[config.mk]
export PLATFORM = sky130hd
export DESIGN_NAME = llsc_resv_monitor
export DESIGN_NICKNAME = d
export VERILOG_FILES = /design/src/rtl/llsc_pkg.sv /design/src/rtl/resv_tracker.sv /design/src/rtl/sc_sequencer.sv /design/src/rtl/llsc_resv_monitor.sv
export SDC_FILE = /design/constraint.sdc
export NUM_CORES = 1
export LEC_CHECK = 0
export ABC_AREA = 1
export BUFFER_PORTS_ARGS = -buffer_cell sky130_fd_sc_hd__buf_2
export CORE_MARGIN = 2
export CORE_UTILIZATION = 44
export CTS_BUF_LIST = sky130_fd_sc_hd__clkbuf_8
export DETAILED_ROUTE_END_ITERATION = 12
export GPL_TIMING_DRIVEN = 0
export PLACE_DENSITY = 0.83
export SKIP_LAST_GASP = 1
export SLEW_MARGIN = 20
export SYNTH_ARGS = -nofsm -noshare
export SYNTH_HDL_FRONTEND = slang
export SYNTH_HIERARCHICAL = 1
export SYNTH_SLANG_ARGS = --single-unit
[constraint.sdc]
create_clock -name clk -period 1.2 [get_ports clk]
set_clock_uncertainty 0.1 [all_clocks]
set_input_delay 0 -clock clk [delete_from_list [all_inputs] [get_ports clk]]
set_output_delay 0 -clock clk [all_outputs]
set_load 0.02 [all_outputs]
[src/rtl/llsc_pkg.sv]
package llsc_pkg;

  typedef enum logic [0:0] {
    SC_IDLE  = 1'b0,
    SC_DRAIN = 1'b1
  } sc_state_e;

  // Byte offset within a word must be zero for a conditional store.
  function automatic logic word_aligned(input logic [1:0] byte_off);
    return byte_off == 2'b00;
  endfunction

endpackage

[src/rtl/resv_tracker.sv]
module resv_tracker #(
  parameter int WAW = 30
) (
  input  logic           clk,
  input  logic           rst_n,
  input  logic           ll_set,
  input  logic [WAW-1:0] ll_word,
  input  logic           snoop_valid,
  input  logic [WAW-1:0] snoop_word,
  input  logic           eret,
  input  logic           sc_clear,
  output logic           resv_valid,
  output logic [WAW-1:0] resv_word
);

  logic           valid_q, valid_d;
  logic [WAW-1:0] word_q, word_d;
  logic           word_en;
  logic           snoop_hit;
  logic           kill;

  always_comb begin
    snoop_hit = snoop_valid && valid_q && (snoop_word == word_q);
    kill      = eret || snoop_hit || sc_clear;
    word_en   = ll_set;
    word_d    = ll_word;
    if (ll_set) begin
      valid_d = 1'b1;
    end else if (kill) begin
      valid_d = 1'b0;
    end else begin
      valid_d = valid_q;
    end
  end

  always_ff @(posedge clk or negedge rst_n) begin
    if (!rst_n) begin
      valid_q <= 1'b0;
    end else begin
      valid_q <= valid_d;
    end
  end

  always_ff @(posedge clk or negedge rst_n) begin
    if (!rst_n) begin
      word_q <= '0;
    end else if (word_en) begin
      word_q <= word_d;
    end
  end

  assign resv_valid = valid_q;
  assign resv_word  = word_q;

endmodule

[src/rtl/sc_sequencer.sv]
module sc_sequencer
  import llsc_pkg::*;
#(
  parameter int AW = 32,
  parameter int DW = 32,
  parameter int CW = 4
) (
  input  logic          clk,
  input  logic          rst_n,
  input  logic          sc_valid,
  input  logic [AW-1:0] sc_addr,
  input  logic [DW-1:0] sc_data,
  input  logic [CW-1:0] pend_count,
  input  logic          resv_valid,
  input  logic [AW-3:0] resv_word,
  output logic          drain_req,
  output logic          sc_clear,
  output logic          mem_we,
  output logic [AW-1:0] mem_addr,
  output logic [DW-1:0] mem_wdata,
  output logic          rslt_valid,
  output logic [DW-1:0] rslt_value,
  output logic          addr_exc
);

  localparam int WAW = AW - 2;

  sc_state_e     state_q, state_d;
  logic [AW-1:0] cap_addr_q;
  logic [DW-1:0] cap_data_q;
  logic          cap_en;
  logic          accept, misal, start, decide, pass;
  logic [WAW-1:0] cap_word;
  logic          we_q, rv_q, pass_q, exc_q;

  always_comb begin
    cap_word = cap_addr_q[AW-1:2];
    accept   = sc_valid && (state_q == SC_IDLE);
    misal    = accept && !word_aligned(sc_addr[1:0]);
    start    = accept && word_aligned(sc_addr[1:0]);
    decide   = (state_q == SC_DRAIN) && (pend_count == '0);
    pass     = decide && resv_valid && (resv_word == cap_word);
    cap_en   = start;
    sc_clear = misal || decide;
    state_d  = state_q;
    unique case (state_q)
      SC_IDLE:  if (start)  state_d = SC_DRAIN;
      SC_DRAIN: if (decide) state_d = SC_IDLE;
      default:  state_d = SC_IDLE;
    endcase
  end

  always_ff @(posedge clk or negedge rst_n) begin
    if (!rst_n) begin
      state_q <= SC_IDLE;
      we_q    <= 1'b0;
      rv_q    <= 1'b0;
      pass_q  <= 1'b0;
      exc_q   <= 1'b0;
    end else begin
      state_q <= state_d;
      we_q    <= pass;
      rv_q    <= decide;
      pass_q  <= pass;
      exc_q   <= misal;
    end
  end

  always_ff @(posedge clk or negedge rst_n) begin
    if (!rst_n) begin
      cap_addr_q <= '0;
      cap_data_q <= '0;
    end else if (cap_en) begin
      cap_addr_q <= sc_addr;
      cap_data_q <= sc_data;
    end
  end

  assign drain_req  = (state_q == SC_DRAIN);
  assign mem_we     = we_q;
  assign mem_addr   = cap_addr_q;
  assign mem_wdata  = cap_data_q;
  assign rslt_valid = rv_q;
  assign rslt_value = {{(DW-1){1'b0}}, pass_q};
  assign addr_exc   = exc_q;

endmodule

[src/rtl/llsc_resv_monitor.sv]
module llsc_resv_monitor #(
  parameter int AW = 32,
  parameter int DW = 32,
  parameter int CW = 4
) (
  input  logic          clk,
  input  logic          rst_n,
  input  logic          ll_valid,
  input  logic [AW-3:0] ll_waddr,
  input  logic          sc_valid,
  input  logic [AW-1:0] sc_addr,
  input  logic [DW-1:0] sc_data,
  input  logic          snoop_valid,
  input  logic [AW-3:0] snoop_waddr,
  input  logic          eret_valid,
  input  logic [CW-1:0] pend_count,
  output logic          drain_req,
  output logic          mem_we,
  output logic [AW-1:0] mem_addr,
  output logic [DW-1:0] mem_wdata,
  output logic          rslt_valid,
  output logic [DW-1:0] rslt_value,
  output logic          addr_exc
);

  localparam int WAW = AW - 2;

  logic           resv_valid;
  logic [WAW-1:0] resv_word;
  logic           sc_clear;

  resv_tracker #(.WAW(WAW)) u_resv (
    .clk         (clk),
    .rst_n       (rst_n),
    .ll_set      (ll_valid),
    .ll_word     (ll_waddr),
    .snoop_valid (snoop_valid),
    .snoop_word  (snoop_waddr),
    .eret        (eret_valid),
    .sc_clear    (sc_clear),
    .resv_valid  (resv_valid),
    .resv_word   (resv_word)
  );

  sc_sequencer #(.AW(AW), .DW(DW), .CW(CW)) u_seq (
    .clk        (clk),
    .rst_n      (rst_n),
    .sc_valid   (sc_valid),
    .sc_addr    (sc_addr),
    .sc_data    (sc_data),
    .pend_count (pend_count),
    .resv_valid (resv_valid),
    .resv_word  (resv_word),
    .drain_req  (drain_req),
    .sc_clear   (sc_clear),
    .mem_we     (mem_we),
    .mem_addr   (mem_addr),
    .mem_wdata  (mem_wdata),
    .rslt_valid (rslt_valid),
    .rslt_value (rslt_value),
    .addr_exc   (addr_exc)
  );

endmodule

After elaboration in Yosys (flattened, before gate mapping). Index checks and enable logic that the tools add are counted.

Memories: 0. Memory bits (writable): 0. Bits in latches: 0. Bits in read-only memories: 0. Bits in registers: 99.

$add $sub $neg: 0. Reduce and logical (&&, ||, !) cells: 15. Equal/unequal tests: 2. Shift operators: 0. Mux-type cells: 5. Multiply operators: 0. Div/mod/pow operators: 0. Order comparisons: 0. Bitwise logic cells: 1.

Operators with widths (count): 30-bit == test (2); 1-bit logical AND (8); 4-bit zero test (1); 1-bit two-way mux (4); 1-bit logical OR (3); 2-bit zero test (1); 1-bit case mux with 2 select lines (1); 2-bit nonzero test (1); 1-bit zero test (1); 1-bit inverter (1).

Logic depth before layout (Yosys ltp).
Word-level depth: 7. Depth in mapped cells: 11. Mapped depth without buffers: 11.

By module. Netlist, hierarchy kept.

Modules (own cells, without submodules): sc_sequencer (instances 1, cells each 435, area an instance 3374.5 µm², seq. area each 1701.6 µm²); resv_tracker (instances 1, cells each 271, area an instance 1752.9 µm², seq. area each 775.7 µm²).

Worst setup path after synthesis. Ideal clock, no wire load.

Path kind: reg-to-reg. From: register u_seq.state_q (netlist: u_seq/drain_req). To: register u_seq.cap_addr_q[26] (netlist: u_seq/mem_addr[26]). Path slack: -0.099 ns. Path buffers: 2. Data arrival time: 1.082 ns. Library setup time: 0.116 ns. Clock period less this slack: 1.299 ns. Stages on the path, launching flop included: 7. Cells stage by stage: dfrtp_1 > nor2_2 > nand2_1 > buf_4 > buf_6 > nand2_1 > nand2_1.

Word-level cells in the longest chain between the ends: 3.

Ends and longest elaborated chain: from (decl) (RTL line sc_sequencer.sv:28) `sc_state_e state_q, state_d;`; from (signal assigned) (RTL line sc_sequencer.sv:61) `state_q <= state_d;`; 1-bit inverter; 1-bit logical AND (RTL line sc_sequencer.sv:38) `accept = sc_valid && (state_q == SC_IDLE);`; 1-bit logical AND (RTL line sc_sequencer.sv:40) `start = accept && word_aligned(sc_addr[1:0]);`; to (signal assigned) (RTL line sc_sequencer.sv:74) `cap_addr_q <= sc_addr;`; to (decl) (RTL line sc_sequencer.sv:29) `logic [AW-1:0] cap_addr_q;`.

No other way between the ends. A chain may end at the register's enable or synchronous reset.

Worst setup path after layout.
From: register u_seq.state_q (netlist: u_seq/drain_req). To: register u_seq.cap_data_q[24] (netlist: u_seq/mem_wdata[24]).

Word-level cells in the longest chain between the ends: 3.

Ends and longest elaborated chain: 1-bit inverter; 1-bit logical AND (RTL line sc_sequencer.sv:38); 1-bit logical AND (RTL line sc_sequencer.sv:40); to (signal assigned) (RTL line sc_sequencer.sv:75) `cap_data_q <= sc_data;`; to (decl) (RTL line sc_sequencer.sv:30) `logic [DW-1:0] cap_data_q;`.

No other way between the ends.

==> impl_results.md <==
* Yosys reg bits at 99
* Startpoint Class: register
* Area leader, netlist: dfrtp_1
* YS warnings at 6
* Core footprint at ~11,000 um^2
* ANT nets after route at 0
* Gp weighted congestion at between 0.7 and 0.8
* Post-DR vias/cell at 4.81
* CTS Sinks at 99
* # diodes at 0
* DRC violations left at 0
* Largest net degree at the start of global routing at 56
* Overall Global Routing Usage at approximately 28%
* WL/cell at between 15 and 20 um
* Tmin final at 1.46 ns
* Final setup viols at 67
* Worst skew pair latency at 0.36 ns
* Synth unique cells at 20
* Initial antenna violation count at 0
* Post-Synth XOR/XNOR Area at 2.56%
* Crit path required time at 1.34 ns
* Bufs and invs on worst path at 2
* Setup ws final at -0.258 ns
* Slew @ Worst Pin at 0.589 ns
* Pins over their slew limit at 0
* CP Cell Sequence: nor2_4, nand2_8, buf_12, clkbuf_16, nand2_1, nand2_1
* Nets at approximately 1,200
* Most frequent cells in the layout: 266 x nand2_1, 202 x buf_2, 102 x inv_1
* Max-cap violations at 0
* Multiplexer share of the synthesized area at 0%
* Crit-path max cell delay at 0.45 ns
* Hold Worst Slack at -0.100 ns
* Share of cells above drive strength 1 at 36.7%
* Hold path cells at 5
* P&R area growth vs syn at 66.6%
* Multi-input gate area at 2370 um^2
* IO Count at 234
* Grt ovf at 0
* Leading cell type in the layout, fill and taps excluded: nand2_1
* Clk buf depth at 2
* CTS Root Cell: clkbuf_8
* CTS HTree Levels at 3
* Top cells by area, synth: dfrtp_1 48%, nand2_1 25%, inv_1 7.5%, buf_4 5.9%, o21ai_0 3.5%
* CP max stage cell: dfrtp_2
* Routed via count at 5,840
* Final core utilization at 74.8%
* First-pass GRT wire length at approximately 28,000 um
* Largest family of logic cells by synthesized area: simple AND/OR/NAND/NOR gates
* Largest fanout on the critical path at 6
* Cts hold-fix bufs at 97
* Worst min-delay path class: primary input to register
* Power Dens Cells at 1620 nW/um^2
* Gate Count Post-Synth at just over 700
* Cell family with the largest share of critical-path delay: flip-flops
* Die H at 112 um
* Max rail drop VDD at roughly 1.4 mV
* RSZ-0062 raised after global routing: true
* Post-Synth Adder-Cell Area at 0%
* Clk slew on worst S/H paths at around 0.10 ns
* CTS tree: yes
* Max frequency at 686 MHz
* Post-Syn Area at 5130 um^2
* Core Rows at 39
* Vias in the first global route at 5,601
* TritonCTS buffer count at 9
* Compound-cell area share of the yosys netlist at 5.22%
* Leakage power at 4.91 nW
* Total routed wirelength at about 20,000 um
* Status: complete, but fails checks
* Die X-Extent at between 100 and 150 um
* R2R depth at 6
* Relative slew margins at 60.7%
* Initial core utilization at 44.9%
* Tcrit/Tclk final at 121%
* Simple-gate share of the synthesized area at 28.9%
* Fillers at 755
* Setup crit end kind: register
* # port buffers at 201
* Seq/Total Area, Yosys at 48.3%
* Pwr Total at 13.8 mW
* CP most frequent cell: nand2_1
* Share of the synthesized area in the top cell type at 48.3%
* WS Path Type: register to register
* Violated checks: hold timing, setup timing
* Hold Fails Final Rpt at 1
* Drt pass-1 iters at 5
* Dpl hpwl at roughly 11,000 um
* Sequential Area at 2480 um^2
* Mean Syn Cell Area at 7.26 um^2
* Arrival time at the worst endpoint at 1.60 ns
* Drt first-iter violations at 427
* Levels on crit path at 6
* DIE AREA at 12,500 um^2
-- what timing repair did --
action,in CTS,in global routing
setup buffers,4,6
gates resized for setup,17,149
pin swaps,2,26
gates cloned,2,9
endpoints found under the setup margin,68,68
hold endpoints to repair,194,1
-- cell usage after synthesis (all sizes together) --
cell type  instances
dfrtp             99
xor2               4
nor3b              1
nand2            342
nand4              1
clkbuf             1
buf               50
o21ai             46
inv              104
conb               1
xnor2             11
nor2              40
nor3               2
nand3              4
-- through the flow --
| step | instance area (um^2) | setup WS, ns | TNS (ns) | std cells |
|---|---|---|---|---|
| after floorplan | 5250 | -0.0117 | -0.342 | 736 |
| after global placement | 6440 | -1.22 | -111.02 | 1080 |
| after detailed placement | 6470 | -0.343 | -9.74 | 1081 |
| after CTS | 7810 | -0.189 | -6.33 | 1200 |
| after global routing | 8540 | -0.340 | -13.84 | 1214 |
| final | 8540 | -0.258 | -11.04 | 1214 |
-- tightest hold or removal path: cells and delay by family --
family | cells | cell delay (ns)
buffers and inverters | 3 | 0.23
and+or+nand+nor | 2 | 0.10
-- worst paths after layout --
check                      slack [ns]             endpoint                start
setup / recovery                -0.26  u_seq/mem_wdata[24]      u_seq/drain_req
setup reg to reg                -0.26  u_seq/mem_wdata[24]      u_seq/drain_req
hold reg to reg                  0.40  u_seq/mem_wdata[11]  u_seq/mem_wdata[11]
min in group asynchronous        0.04   u_seq/mem_addr[16]                rst_n
hold / removal                  -0.10       u_seq/addr_exc             sc_valid
max in group asynchronous        0.32   u_seq/mem_addr[26]                rst_n
-- registers in the layout, summed over array words and instances, names as in the netlist --
name / cells
u_seq/rslt_valid: 1
u_seq/addr_exc: 1
u_resv/resv_valid: 1
u_seq/pass_q: 1
u_seq/mem_addr: 32
u_seq/drain_req: 1
u_seq/mem_wdata: 32
u_resv/resv_word: 30
-- kinds of logic after synthesis --
family / after synthesis
flops: 99
xor+xnor: 15
compound gates: 46
simple gates: 390
buf+inv: 155
other cells: 1
-- metal layers --
layer	GRT usage, %	share of wire (%)	vias up
li1	-	-	2726
met4	8.94	2.2	0
met2	50.3	52	339
met5	0	0	-
met1	35.1	38	2732
met3	5.06	8.1	43
-- where the power goes --
group | switching (mW) | internal (mW)
clock | 1.21 | 1.45
sequential | 1.07 | 4.32
combinational | 3.42 | 2.34
total | 5.70 | 8.10
-- final cells by class --
type	count	share of cell area [%]
buffer	50	5.29
sequential	99	29.1
inverter	104	4.72
clock buffer	10	1.61
timing repair buffer	319	27.9
clock inverter	6	1.32
tap	143	2.09
timing repair inverter	1	0.190
multi-input combinational	482	27.8
Power figures use the tool's default switching activity.
